**src/rtl/mfab_pkg.sv**
```systemverilog
`timescale 1ns/1ps
package mfab_pkg;

    typedef enum logic [2:0] {
        BUS_RESET,
        BUS_READ,
        BUS_WRITE,
        BUS_IDLE,
        BUS_NOP
    } bus_mode_e;

    // Pin-level mode decode; no chip enable exists, so three pins decide.
    function automatic bus_mode_e decode_mode(input logic rst_n_pin,
                                              input logic oe_n_pin,
                                              input logic we_n_pin);
        if (!rst_n_pin)                   return BUS_RESET;
        else if (!oe_n_pin &&  we_n_pin)  return BUS_READ;
        else if ( oe_n_pin && !we_n_pin)  return BUS_WRITE;
        else if ( oe_n_pin &&  we_n_pin)  return BUS_IDLE;
        else                              return BUS_NOP;
    endfunction

    // Identification byte select: only the lowest address bit matters.
    function automatic logic [7:0] pick_id(input logic sel,
                                           input logic [7:0] mfr,
                                           input logic [7:0] dev);
        return sel ? dev : mfr;
    endfunction

endpackage

```
**src/rtl/mfab_addr_latch.sv**
```systemverilog
`timescale 1ns/1ps
module mfab_addr_latch #(
    parameter int PIN_W  = 11,
    parameter int ARR_AW = 19
) (
    input  logic              clk,
    input  logic              rst,
    input  logic              clr,
    input  logic              rc_strobe,
    input  logic [PIN_W-1:0]  addr_pins,
    output logic [ARR_AW-1:0] addr
);
    localparam int COL_KEEP = ARR_AW - PIN_W;

    logic rc_q;
    logic fall_edge, rise_edge;

    always_ff @(posedge clk) begin
        if (rst) rc_q <= 1'b1;
        else     rc_q <= rc_strobe;
    end

    assign fall_edge = rc_q & ~rc_strobe;
    assign rise_edge = ~rc_q & rc_strobe;

    // Half 0 is the row (falling edge), half 1 the column (rising edge);
    // the column keeps only the bits the array can address.
    for (genvar h = 0; h < 2; h++) begin : g_half
        localparam int LO = (h == 0) ? 0 : PIN_W;
        localparam int W  = (h == 0) ? PIN_W : COL_KEEP;
        logic take;
        logic [W-1:0] half_q;

        assign take = (h == 0) ? fall_edge : rise_edge;

        always_ff @(posedge clk) begin
            if (rst || clr)  half_q <= '0;
            else if (take)   half_q <= addr_pins[W-1:0];
        end

        assign addr[LO +: W] = half_q;
    end
endmodule

```
**src/rtl/mfab_rd_path.sv**
```systemverilog
`timescale 1ns/1ps
module mfab_rd_path #(
    parameter int         DW     = 8,
    parameter logic [7:0] MFR_ID = 8'h37,
    parameter logic [7:0] DEV_ID = 8'hB4
) (
    input  logic                 clk,
    input  logic                 rst,
    input  mfab_pkg::bus_mode_e  mode,
    input  logic                 id_mode,
    input  logic                 addr_lsb,
    input  logic [DW-1:0]        mem_rdata,
    output logic [DW-1:0]        dout,
    output logic                 dout_en
);
    import mfab_pkg::*;

    logic rd_q;
    logic is_rd;

    assign is_rd = (mode == BUS_READ);

    // Stage 1 waits for the array; stage 2 drives the pins.
    always_ff @(posedge clk) begin
        if (rst) begin
            rd_q    <= 1'b0;
            dout_en <= 1'b0;
            dout    <= '0;
        end else begin
            rd_q    <= is_rd;
            dout_en <= rd_q & is_rd;
            if (id_mode) dout <= DW'(pick_id(addr_lsb, MFR_ID, DEV_ID));
            else         dout <= mem_rdata;
        end
    end
endmodule

```
**src/rtl/mfab_wr_capture.sv**
```systemverilog
`timescale 1ns/1ps
module mfab_wr_capture #(
    parameter int ARR_AW = 19,
    parameter int DW     = 8
) (
    input  logic                 clk,
    input  logic                 rst,
    input  mfab_pkg::bus_mode_e  mode,
    input  logic [ARR_AW-1:0]    addr,
    input  logic [DW-1:0]        din,
    output logic                 wr_valid,
    output logic [ARR_AW-1:0]    wr_addr,
    output logic [DW-1:0]        wr_data
);
    import mfab_pkg::*;

    typedef struct packed {
        logic [ARR_AW-1:0] a;
        logic [DW-1:0]     d;
    } wr_evt_t;

    logic    armed_q;
    logic    fire;
    wr_evt_t evt_q;

    // A write-enable rise out of a write lands in idle with the arm set.
    assign fire = armed_q && (mode == BUS_IDLE);

    always_ff @(posedge clk) begin
        if (rst) begin
            armed_q  <= 1'b0;
            wr_valid <= 1'b0;
            evt_q    <= '0;
        end else begin
            armed_q  <= (mode == BUS_WRITE);
            wr_valid <= fire;
            if (fire) evt_q <= '{a: addr, d: din};
        end
    end

    assign wr_addr = evt_q.a;
    assign wr_data = evt_q.d;
endmodule

```
**src/rtl/mux_addr_flash_if.sv**
```systemverilog
`timescale 1ns/1ps
module mux_addr_flash_if #(
    parameter int         PIN_W  = 11,
    parameter int         ARR_AW = 19,
    parameter int         DW     = 8,
    parameter logic [7:0] MFR_ID = 8'h37,
    parameter logic [7:0] DEV_ID = 8'hB4
) (
    input  logic              clk,
    input  logic              rst,
    input  logic [PIN_W-1:0]  addr_pins,
    input  logic              rc_strobe,
    input  logic              oe_n,
    input  logic              we_n,
    input  logic              rst_pin_n,
    input  logic              id_mode,
    input  logic [DW-1:0]     din,
    output logic [DW-1:0]     dout,
    output logic              dout_en,
    output logic [ARR_AW-1:0] mem_addr,
    input  logic [DW-1:0]     mem_rdata,
    output logic              wr_valid,
    output logic [ARR_AW-1:0] wr_addr,
    output logic [DW-1:0]     wr_data
);
    import mfab_pkg::*;

    bus_mode_e mode;

    assign mode = decode_mode(rst_pin_n, oe_n, we_n);

    mfab_addr_latch #(.PIN_W(PIN_W), .ARR_AW(ARR_AW)) u_addr (
        .clk       (clk),
        .rst       (rst),
        .clr       (mode == BUS_RESET),
        .rc_strobe (rc_strobe),
        .addr_pins (addr_pins),
        .addr      (mem_addr)
    );

    mfab_rd_path #(.DW(DW), .MFR_ID(MFR_ID), .DEV_ID(DEV_ID)) u_rd (
        .clk       (clk),
        .rst       (rst),
        .mode      (mode),
        .id_mode   (id_mode),
        .addr_lsb  (mem_addr[0]),
        .mem_rdata (mem_rdata),
        .dout      (dout),
        .dout_en   (dout_en)
    );

    mfab_wr_capture #(.ARR_AW(ARR_AW), .DW(DW)) u_wr (
        .clk      (clk),
        .rst      (rst),
        .mode     (mode),
        .addr     (mem_addr),
        .din      (din),
        .wr_valid (wr_valid),
        .wr_addr  (wr_addr),
        .wr_data  (wr_data)
    );
endmodule

```
**config.mk**
```make
export PLATFORM = sky130hd
export DESIGN_NAME = mux_addr_flash_if
export DESIGN_NICKNAME = d
export VERILOG_FILES = /design/src/rtl/mfab_pkg.sv /design/src/rtl/mfab_addr_latch.sv /design/src/rtl/mfab_rd_path.sv /design/src/rtl/mfab_wr_capture.sv /design/src/rtl/mux_addr_flash_if.sv
export SDC_FILE = /design/constraint.sdc
export NUM_CORES = 1
export LEC_CHECK = 0
export BUFFER_PORTS_ARGS = -buffer_cell sky130_fd_sc_hd__clkbuf_2
export CORE_MARGIN = 2
export CORE_UTILIZATION = 37
export DETAILED_ROUTE_END_ITERATION = 8
export PLACE_DENSITY = 0.76
export SKIP_CTS_REPAIR_TIMING = 1
export SLEW_MARGIN = 25
export SYNTH_ARGS = -nofsm -noshare
export SYNTH_HDL_FRONTEND = slang
export SYNTH_SLANG_ARGS = --single-unit
```
**constraint.sdc**
```tcl
create_clock -name clk -period 3.2 [get_ports clk]
set_clock_uncertainty 0.1 [all_clocks]
set_input_delay 0.48 -clock clk [delete_from_list [all_inputs] [get_ports clk]]
set_output_delay 0.48 -clock clk [all_outputs]
set_load 0.005 [all_outputs]
```
Word level (Yosys, flattened, before mapping)
Cells that the tools add are included.
{"block": "totals", "register_bits": 59, "output_inout_bits": 56, "wordCells": 32}
{"block": "op_classes", "bitwise": 5, "n_reduce_logical": 8, "eq_ne": 3, "mux": 6}
{"op": "8-bit two-way mux", "count": 2}
{"op": "3-bit two-way mux", "count": 4}
{"op": "3-bit by 2-bit equality test with 1-bit output (second input constant)", "count": 2}
{"op": "1-bit logical AND", "count": 4}
{"op": "1-bit AND", "count": 3}
{"op": "3-bit by 1-bit equality test with 1-bit output (second input constant)", "count": 1}
{"op": "3-bit zero test", "count": 1}
{"op": "1-bit zero test", "count": 2}
{"op": "1-bit NOT", "count": 2}
{"op": "1-bit logical OR", "count": 1}

Longest topological paths before layout
Gate-level depths: netlist of run 1.
{"block": "logic_depth", "ltp_word": 7, "mapped_depth": 5, "ltp_nobuf": 3}

Hierarchy
From an unflattened synthesis of run 1, not the netlist that was laid out.
{"block": "hier_totals", "hier_cells": 244, "hier_area_um2": 2371.0}
{"module": "mfab_wr_capture", "n_inst": 1, "cells_each": 122, "area_each_um2": 1288.7}
{"module": "mfab_addr_latch", "n_inst": 1, "cells_each": 89, "area_each_um2": 724.4}
{"module": "mfab_rd_path", "n_inst": 1, "cells_each": 29, "area_each_um2": 326.6}
{"module": "mux_addr_flash_if", "n_inst": 1, "cells_each": 4, "area_each_um2": 31.3}

Worst setup path before layout of run 1
Ideal clock, no wire load.
{"block": "synth_path", "kind": "input port to flip-flop", "start": "in rc_strobe", "end": "reg u_addr.g_half[1].half_q[0]", "arrival_ns": 1.031, "setup_time_ns": 0.128, "setup_slack_ns": 1.942, "path_stages": 4, "path_cell_list": "nor2b_1 -> buf_2 -> mux2i_1 -> nor2_1"}
{"block": "synth_via", "elab_chain_len": 1}
{"element": "start: declaration", "line": "mux_addr_flash_if.sv:12", "text": "input logic rc_strobe,"}
{"element": "1-bit AND", "line": "mfab_addr_latch.sv:24", "text": "assign rise_edge = ~rc_q & rc_strobe;"}
{"element": "end signal: assignment", "line": "mfab_addr_latch.sv:38", "text": "else if (take) half_q <= addr_pins[W-1:0];"}
{"element": "end: declaration", "line": "mfab_addr_latch.sv:32", "text": "logic [W-1:0] half_q;"}
Every way passes these cells.
A chain may end at the register's enable or synchronous reset.

Worst setup path after layout of run 1
{"block": "layout_path", "start": "reg u_wr.armed_q", "end": "reg u_wr.evt_q, in the netlist u_wr.wr_data[6]"}
{"block": "layout_via", "elab_chain_len": 1}
{"element": "start: declaration", "line": "mfab_wr_capture.sv:22", "text": "logic armed_q;"}
{"element": "start signal: assignment", "line": "mfab_wr_capture.sv:35", "text": "armed_q <= (mode == BUS_WRITE);"}
{"element": "1-bit logical AND", "line": "mfab_wr_capture.sv:27", "text": "assign fire = armed_q && (mode == BUS_IDLE);"}
{"element": "end signal: assignment", "line": "mfab_wr_capture.sv:37", "text": "if (fire) evt_q <= '{a: addr, d: din};"}
{"element": "end: declaration", "line": "mfab_wr_capture.sv:24", "text": "wr_evt_t evt_q;"}
Every way passes these cells.

==> results.yml, run 1 <==
setup_path:
  crit_required_ns: 3.35
  cp-startpoint: "u_wr.armed_q"
  end_kind: "flip-flop"
  r2r_start: "u_wr.armed_q"
  worstSetupPathType: "flip-flop to flip-flop"
  cp.arrival_ns: 1.83
  startpoint_type: "flip-flop"
  crit_fanout: 27
synth:
  yosys.area_share.simple: 0.225
  synth_top_family_by_area: "simple AND/OR/NAND/NOR gates"
  yosys_register_bits: 59
  synthAdderAreaFrac: 0
  synth.yosys.warnings: 0
  yosysSeqAreaShare: 0.586
  avgSynthCellArea_um2: 8.72
  synthXorXnorAreaFrac: 0
  syn-num-nets: 265
  synthCells: 231
  netlist_area_um2: 2010
  synthMuxAreaShare: 0.0447
  synth_cell_types: 17
  synth_compound_area_frac: 0.0994
place:
  place_area_um2: 2460
  dpl.hpwl_mm: 3.36
  io_buffers: 89
  gp_congestion: 0.684
global_routing:
  grt_pass1_wl_mm: 7.71
  grt_max_degree: 39
  met1_usage: 0.205
  grt_pass1_vias: 1615
  grtUsageMet3: 0.0686
  antenna_found_initial: 0
  grt_use_total: 0.164
  top_usage_layer: "met2"
  gr-total-overflow: 0
  met2_usage: 0.252
pwr:
  p_leak_uw: 0.00117
  power.density_nw_per_um2: 590
  max-vdd-ir-drop_uv: 281
  swShare: 0.206
  p_int_uw: 1260
  p_comb_frac: 0.050
  p_clk_frac: 0.475
  power.switching_uw: 328
  seq_power_share: 0.475
routing:
  final_antenna_net_count: 0
  totalWireLength_mm: 4.80
  via_per_inst: 4.55
  post-route-drc-count: 0
  wl_per_cell_um: 12.3
  drt-pass1-iter-count: 4
  drt_iter0_markers: 50
  num_vias: 1778
clock_network:
  cts_max_level: 3
  cts_made_buffers: 9
  ctsRootBufferMaster: "clkbuf_8"
  clock-sinks: 59
  cts_buffer_depth: 2
  clkTransAtPathRegs_ns: 0.07
  clk_latency_ns: 0.32
  cts_tree: "yes"
flow_run:
  maxCapViolations: 0
sta:
  finalCritPeriodShare: 0.525
  tightest_slew_ns: 0.974
  fin_tns_setup_ns: 0
  setup_viol: 0
  slew_headroom: 0.351
  min_period_ns: 1.68
  hold_violations: 0
  rsz0062_at_grt: "no"
  clock.fmax_mhz: 595
  drv_slew: 0
final_layout:
  fill_cells: 504
  final_common_cell: "clkbuf_2"
  syn2layout_area_growth_pct: 33.6
  final_util: 0.520
  design_area_um2: 2690
  fin_nets: 350
  drive_gt1_frac: 0.336
  final_cell_mix: "clkbuf_2 (89), nand2_1 (76), dfxtp_1 (59)"
  antenna_cells: 0
status:
  status: "finished, final reports clean"
floorplan:
  io_pins: 90
  start_util: 0.389
  die_w_um: 77.8
  core_area_um2: 5170
  die_h_um: 77.8
  num_rows: 26
  floorplan.die_area_um2: 6050
worst_hold_path:
  hold_start: "mem_rdata[4]"
  min-delay-path-class: "primary input to flip-flop"
-- flip-flops by register name, indices dropped and copies added (netlist names) --
register              count
u_wr.armed_q              1
u_addr.rc_q               1
u_wr.wr_addr             19
u_wr.wr_valid             1
u_rd.dout_en              1
u_rd.rd_q                 1
u_addr.g_half.half_q     19
u_wr.wr_data              8
u_rd.dout                 8
-- path summary, 6_finish.rpt --
| kind | end | slack, ns | depth (start not counted) |
|---|---|---|---|
| hold / removal | u_rd.dout[4] | 0.26 | 3 |
| setup reg to reg | u_wr.wr_data[6] | 1.52 | 3 |
| setup / recovery | u_wr.wr_data[6] | 1.52 | 3 |
| hold reg to reg | u_rd.dout_en | 0.33 | 1 |
-- final cells by class --
cell class                      instances  area, um^2  share of cell area
Clock inverter                          5        75.1              0.0279
Clock buffer                           11         151              0.0563
Sequential cell                        59        1180               0.439
Tap cell                               70        87.6              0.0325
Timing Repair Buffer                   90         453               0.168
Multi-Input combinational cell        156         743               0.276
-- Yosys cell counts, drive strengths merged --
library cell,n,area share
clkbuf,5,0.0093
a21oi,40,0.099
nand2,76,0.14
buf,11,0.035
or2,1,0.0031
nor3b,4,0.015
and4,1,0.0043
nor2b,2,0.0062
nor2,16,0.030
nand2b,5,0.016
dfxtp,59,0.59
and2,1,0.0031
nand4,1,0.0062
mux2i,9,0.045
-- metrics by stage --
stage          cells  worst slack [ns]  total power [uW]  hold slack, ns
3_3_place_gp     375              1.32               848           0.312
2_1_floorplan    231              1.94               809           0.306
5_1_grt          391              1.33              1660           0.250
3_5_place_dp     375              1.24               850           0.321
6_report         391              1.52              1590           0.263
4_1_cts          391              1.50              1610           0.248
-- power by group through the flow --
stage          clock network, uW  registers (uW)  logic [uW]
2_1_floorplan                  0             771        38.1
3_3_place_gp                   0             771        77.6
3_5_place_dp                   0             771        79.2
4_1_cts                      771             755        79.8
5_1_grt                      814             756        88.2
6_report                     754             755        78.7
-- routing by layer --
metal	vias up	share of wire
li1	911	-
met1	783	0.45
met2	79	0.45
met3	5	0.098
met4	0	0.0094
met5	-	0
-- critical path, stage by stage, from the launching register on --
cell     delay [ns]
dfxtp_1        0.34
and4_1         0.86
nand2_1        0.16
a21oi_1        0.15
-- cells by family (layout without fill, tap and decap cells) --
kind of cell    after synthesis  after routing
simple gates                107            107
flops                        59             59
buf+inv                      16            106
mux                           9              9
compound gates               40             40
(Power assumes the default switching activity.)
==> run 2, diff against run 1 <==
==> constraint.sdc (replaced) <==
create_clock -name clk -period 1.62 [get_ports clk]
set_clock_uncertainty 0.1 [all_clocks]
set_input_delay 0.243 -clock clk [delete_from_list [all_inputs] [get_ports clk]]
set_output_delay 0.243 -clock clk [all_outputs]
set_load 0.005 [all_outputs]
==> results.yml, run 2 (same netlist as run 1, synthesis figures left out) <==
sta:
  hold_violations: 0
  tightest_slew_ns: 0.431
  rsz0062_at_grt: "no"
  drv_slew: 0
  fin_tns_setup_ns: 0
  min_period_ns: 1.22
  clock.fmax_mhz: 817
  finalCritPeriodShare: 0.756
  slew_headroom: 0.713
  setup_viol: 0
global_routing:
  grt_max_degree: 29
  grt_pass1_vias: 1649
  antenna_found_initial: 0
  gr-total-overflow: 0
  grt_pass1_wl_mm: 7.72
  grt_use_total: 0.164
routing:
  post-route-drc-count: 0
  totalWireLength_mm: 4.74
  via_per_inst: 4.55
  num_vias: 1802
  drt-pass1-iter-count: 6
  final_antenna_net_count: 0
  wl_per_cell_um: 12.0
  drt_iter0_markers: 61
clock_network:
  cts_buffer_depth: 2
  cts_max_level: 3
  cts_tree: "yes"
  clk_latency_ns: 0.32
  clkTransAtPathRegs_ns: 0.06
  cts_made_buffers: 9
  ctsRootBufferMaster: "clkbuf_8"
  clock-sinks: 59
floorplan:
  die_h_um: 77.8
  core_area_um2: 5170
  die_w_um: 77.8
  start_util: 0.389
  floorplan.die_area_um2: 6050
  num_rows: 26
  io_pins: 90
pwr:
  p_leak_uw: 0.00118
  power_uw: 2940
  max-vdd-ir-drop_uv: 499
  power.density_nw_per_um2: 1090
final_layout:
  antenna_cells: 0
  drive_gt1_frac: 0.344
  design_area_um2: 2700
  fin_nets: 355
  syn2layout_area_growth_pct: 33.9
  final_cell_mix: "clkbuf_2 (89), nand2_1 (76), dfxtp_1 (59)"
  final_common_cell: "clkbuf_2"
setup_path:
  startpoint_type: "flip-flop"
  crit_required_ns: 1.78
  crit_fanout: 27
  cp.arrival_ns: 1.38
  worstSetupPathType: "flip-flop to flip-flop"
  reg2reg_setup_slack_ns: 0.40
  end_kind: "flip-flop"
place:
  dpl.hpwl_mm: 3.45
  io_buffers: 89
  place_area_um2: 2500
  gp_congestion: 0.715
status:
  status: "finished, final reports clean"
flow_run:
  maxCapViolations: 0
worst_hold_path:
  min-delay-path-class: "primary input to flip-flop"
[run 2: cell count changes in the layout (fill, tap and decap cells not counted), sizes merged]
cell | previous run | this run
bufinv | 2 | 1
buf | 1 | 6
clkinvlp | 0 | 1
[run 2: layout make-up]
class | instances | area (um^2)
clock buffers | 11 | 141
well taps | 70 | 87.6
multi-input cells | 156 | 743
fillers | 496 | 2480
repair buffers | 95 | 490
clock inverters | 5 | 52.6
flip-flops and latches | 59 | 1180
[run 2: worst max-delay path, stage by stage, from the launching register on]
cell and delay, ns:
dfxtp_1 0.34, and4_1 0.19, buf_4 0.28, nand2_1 0.11
a21oi_1 0.13
[run 2: power breakdown]
| part | leakage (uW) | internal (uW) | switching [uW] |
|---|---|---|---|
| Clock | 0.0000991 | 744 | 545 |
| Sequential | 0.000479 | 1480 | 14.4 |
| Combinational | 0.000599 | 74.7 | 86.1 |
| Total | 0.00118 | 2300 | 645 |
[run 2: stage by stage]
stage                      util  hold slack [ns]  setup WS [ns]  std cells
final                     0.521           0.0330          0.396        396
after global routing      0.521           0.0256          0.308        396
after CTS                 0.521           0.0184          0.386        396
after detailed placement  0.484            0.312          0.362        380
after global placement    0.484            0.315          0.423        380
after floorplan               -            0.219          0.530        231
[run 2: metal layers]
metal	part of all wire	track usage	wire, um
met5	0	0	0
met1	0.45	0.206	2130
met2	0.45	0.248	2110
met4	0.015	0.0804	70
met3	0.090	0.0558	426
[run 2: worst paths after layout]
path / endpoint / from / cells after the start
min reg2reg: u_rd.dout_en / u_rd.rd_q / 1
min: u_rd.dout[5] / mem_rdata[5] / 3
max: u_wr.wr_data[6] / u_wr.armed_q / 4
max reg2reg: u_wr.wr_data[6] / u_wr.armed_q / 4
==> run 3, diff against run 2 <==
--- a/config.mk
+++ b/config.mk
@@ -9,7 +9,7 @@
 export CORE_MARGIN = 2
 export CORE_UTILIZATION = 37
 export DETAILED_ROUTE_END_ITERATION = 8
-export PLACE_DENSITY = 0.76
+export PLACE_DENSITY = 0.79
 export SKIP_CTS_REPAIR_TIMING = 1
 export SLEW_MARGIN = 25
 export SYNTH_ARGS = -nofsm -noshare
==> constraint.sdc (replaced) <==
create_clock -name clk -period 1.1 [get_ports clk]
set_clock_uncertainty 0.1 [all_clocks]
set_input_delay 0.165 -clock clk [delete_from_list [all_inputs] [get_ports clk]]
set_output_delay 0.165 -clock clk [all_outputs]
set_load 0.005 [all_outputs]
==> results.yml, run 3 (same netlist as run 1, synthesis figures left out) <==
status:
  failed_checks: "hold timing, setup timing"
  status: "finished with violations"
final_layout:
  fill_cells: 461
  antenna_cells: 0
  final_common_cell: "clkbuf_2"
  syn2layout_area_growth_pct: 59.3
  final_cell_mix: "clkbuf_2 (89), nand2_1 (65), dfxtp_1 (40)"
  fin_nets: 391
  drive_gt1_frac: 0.445
clock_network:
  cts_buffer_depth: 2
  cts_tree: "yes"
  ctsRootBufferMaster: "clkbuf_8"
  cts_max_level: 3
  clkTransAtPathRegs_ns: 0.06
  clk_latency_ns: 0.32
  cts_made_buffers: 9
  clock-sinks: 59
routing:
  drt_iter0_markers: 83
  wl_per_cell_um: 13.6
  via_per_inst: 4.62
  post-route-drc-count: 0
  final_antenna_net_count: 0
  drt-pass1-iter-count: 4
  num_vias: 1996
  totalWireLength_mm: 5.88
place:
  gp_congestion: 0.706
  io_buffers: 89
  dpl.hpwl_mm: 3.56
floorplan:
  start_util: 0.389
  floorplan.die_area_um2: 6050
  die_h_um: 77.8
  core_area_um2: 5170
  die_w_um: 77.8
  io_pins: 90
  num_rows: 26
setup_path:
  worstSetupPathType: "flip-flop to flip-flop"
  startpoint_type: "flip-flop"
  end_kind: "flip-flop"
  crit_required_ns: 1.20
  crit_fanout: 5
  cp.arrival_ns: 1.27
sta:
  setup_viol: 26
  fin_ws_ns: -0.0769
  tightest_slew_ns: 0.296
  finalCritPeriodShare: 1.07
  min_period_ns: 1.18
  hold_violations: 4
  hold_ws_ns: -0.0206
  rsz0062_at_grt: "yes"
  clock.fmax_mhz: 850
  slew_headroom: 0.802
  drv_slew: 0
pwr:
  max-vdd-ir-drop_uv: 709
  p_leak_uw: 0.00138
  power.density_nw_per_um2: 1330
  power_uw: 4260
global_routing:
  grt_max_degree: 26
  grt_use_total: 0.167
  gr-total-overflow: 0
  grt_pass1_vias: 1750
  grt_pass1_wl_mm: 7.94
  antenna_found_initial: 0
flow_run:
  maxCapViolations: 0
worst_hold_path:
  min-delay-path-class: "primary input to flip-flop"
## run 3: changes by cell type in the layout (fill, tap and decap cells not counted), sizes merged
cell	delta
buf	+9
bufinv	-1
clkbuf	+6
clkinv	-1
clkinvlp	-1
dlygate4sd3	+24
## run 3: path summary, 6_finish.rpt
| path | endpoint | start | cells past startpoint | slack [ns] |
|---|---|---|---|---|
| setup / recovery | u_wr.wr_data[3] | u_wr.armed_q | 5 | -0.08 |
| hold / removal | u_rd.dout[7] | mem_rdata[7] | 3 | -0.02 |
| setup reg to reg | u_wr.wr_data[3] | u_wr.armed_q | 5 | -0.08 |
| hold reg to reg | u_rd.dout_en | u_rd.rd_q | 1 | 0.34 |
## run 3: final cells by class
class	count	area, um^2	area share
Clock buffer	14	163	0.0507
Clock inverter	2	10.0	0.00312
Timing Repair Buffer	131	917	0.286
Tap cell	70	87.6	0.0273
Sequential cell	59	1210	0.376
Multi-Input combinational cell	156	825	0.257
## run 3: routing by layer
metal  share of wire  global-route usage  up-vias
met5               0                   0        -
met4           0.015              0.0857        0
met3           0.064              0.0453       10
met2            0.50               0.278       85
met1            0.42               0.196      898
li1                -                   -     1003
## run 3: per-stage QoR
stage / util / TNS (ns) / cells / instance area [um^2] / worst slack [ns]
final: 0.620 / -1.19 / 432 / 3210 / -0.0769
after global routing: 0.620 / -2.94 / 432 / 3210 / -0.129
after CTS: 0.531 / -0.621 / 404 / 2750 / -0.0651
after detailed placement: 0.498 / -0.179 / 388 / 2570 / -0.0503
after global placement: 0.498 / 0 / 388 / 2570 / 0.0176
after floorplan: - / 0 / 231 / 2010 / 0.0102
## run 3: worst max-delay path: stages, from the launching register on
cell     delay, ns
dfxtp_2       0.33
buf_6         0.10
nand4_4       0.16
buf_12        0.21
nand2_1       0.07
a21oi_1       0.08
## run 3: where the power goes
part	leakage (uW)	internal, uW	total [uW]	switching (uW)
logic	0.000807	190	347	157
registers	0.000487	2180	2200	22.3
clock network	0.0000905	936	1720	780
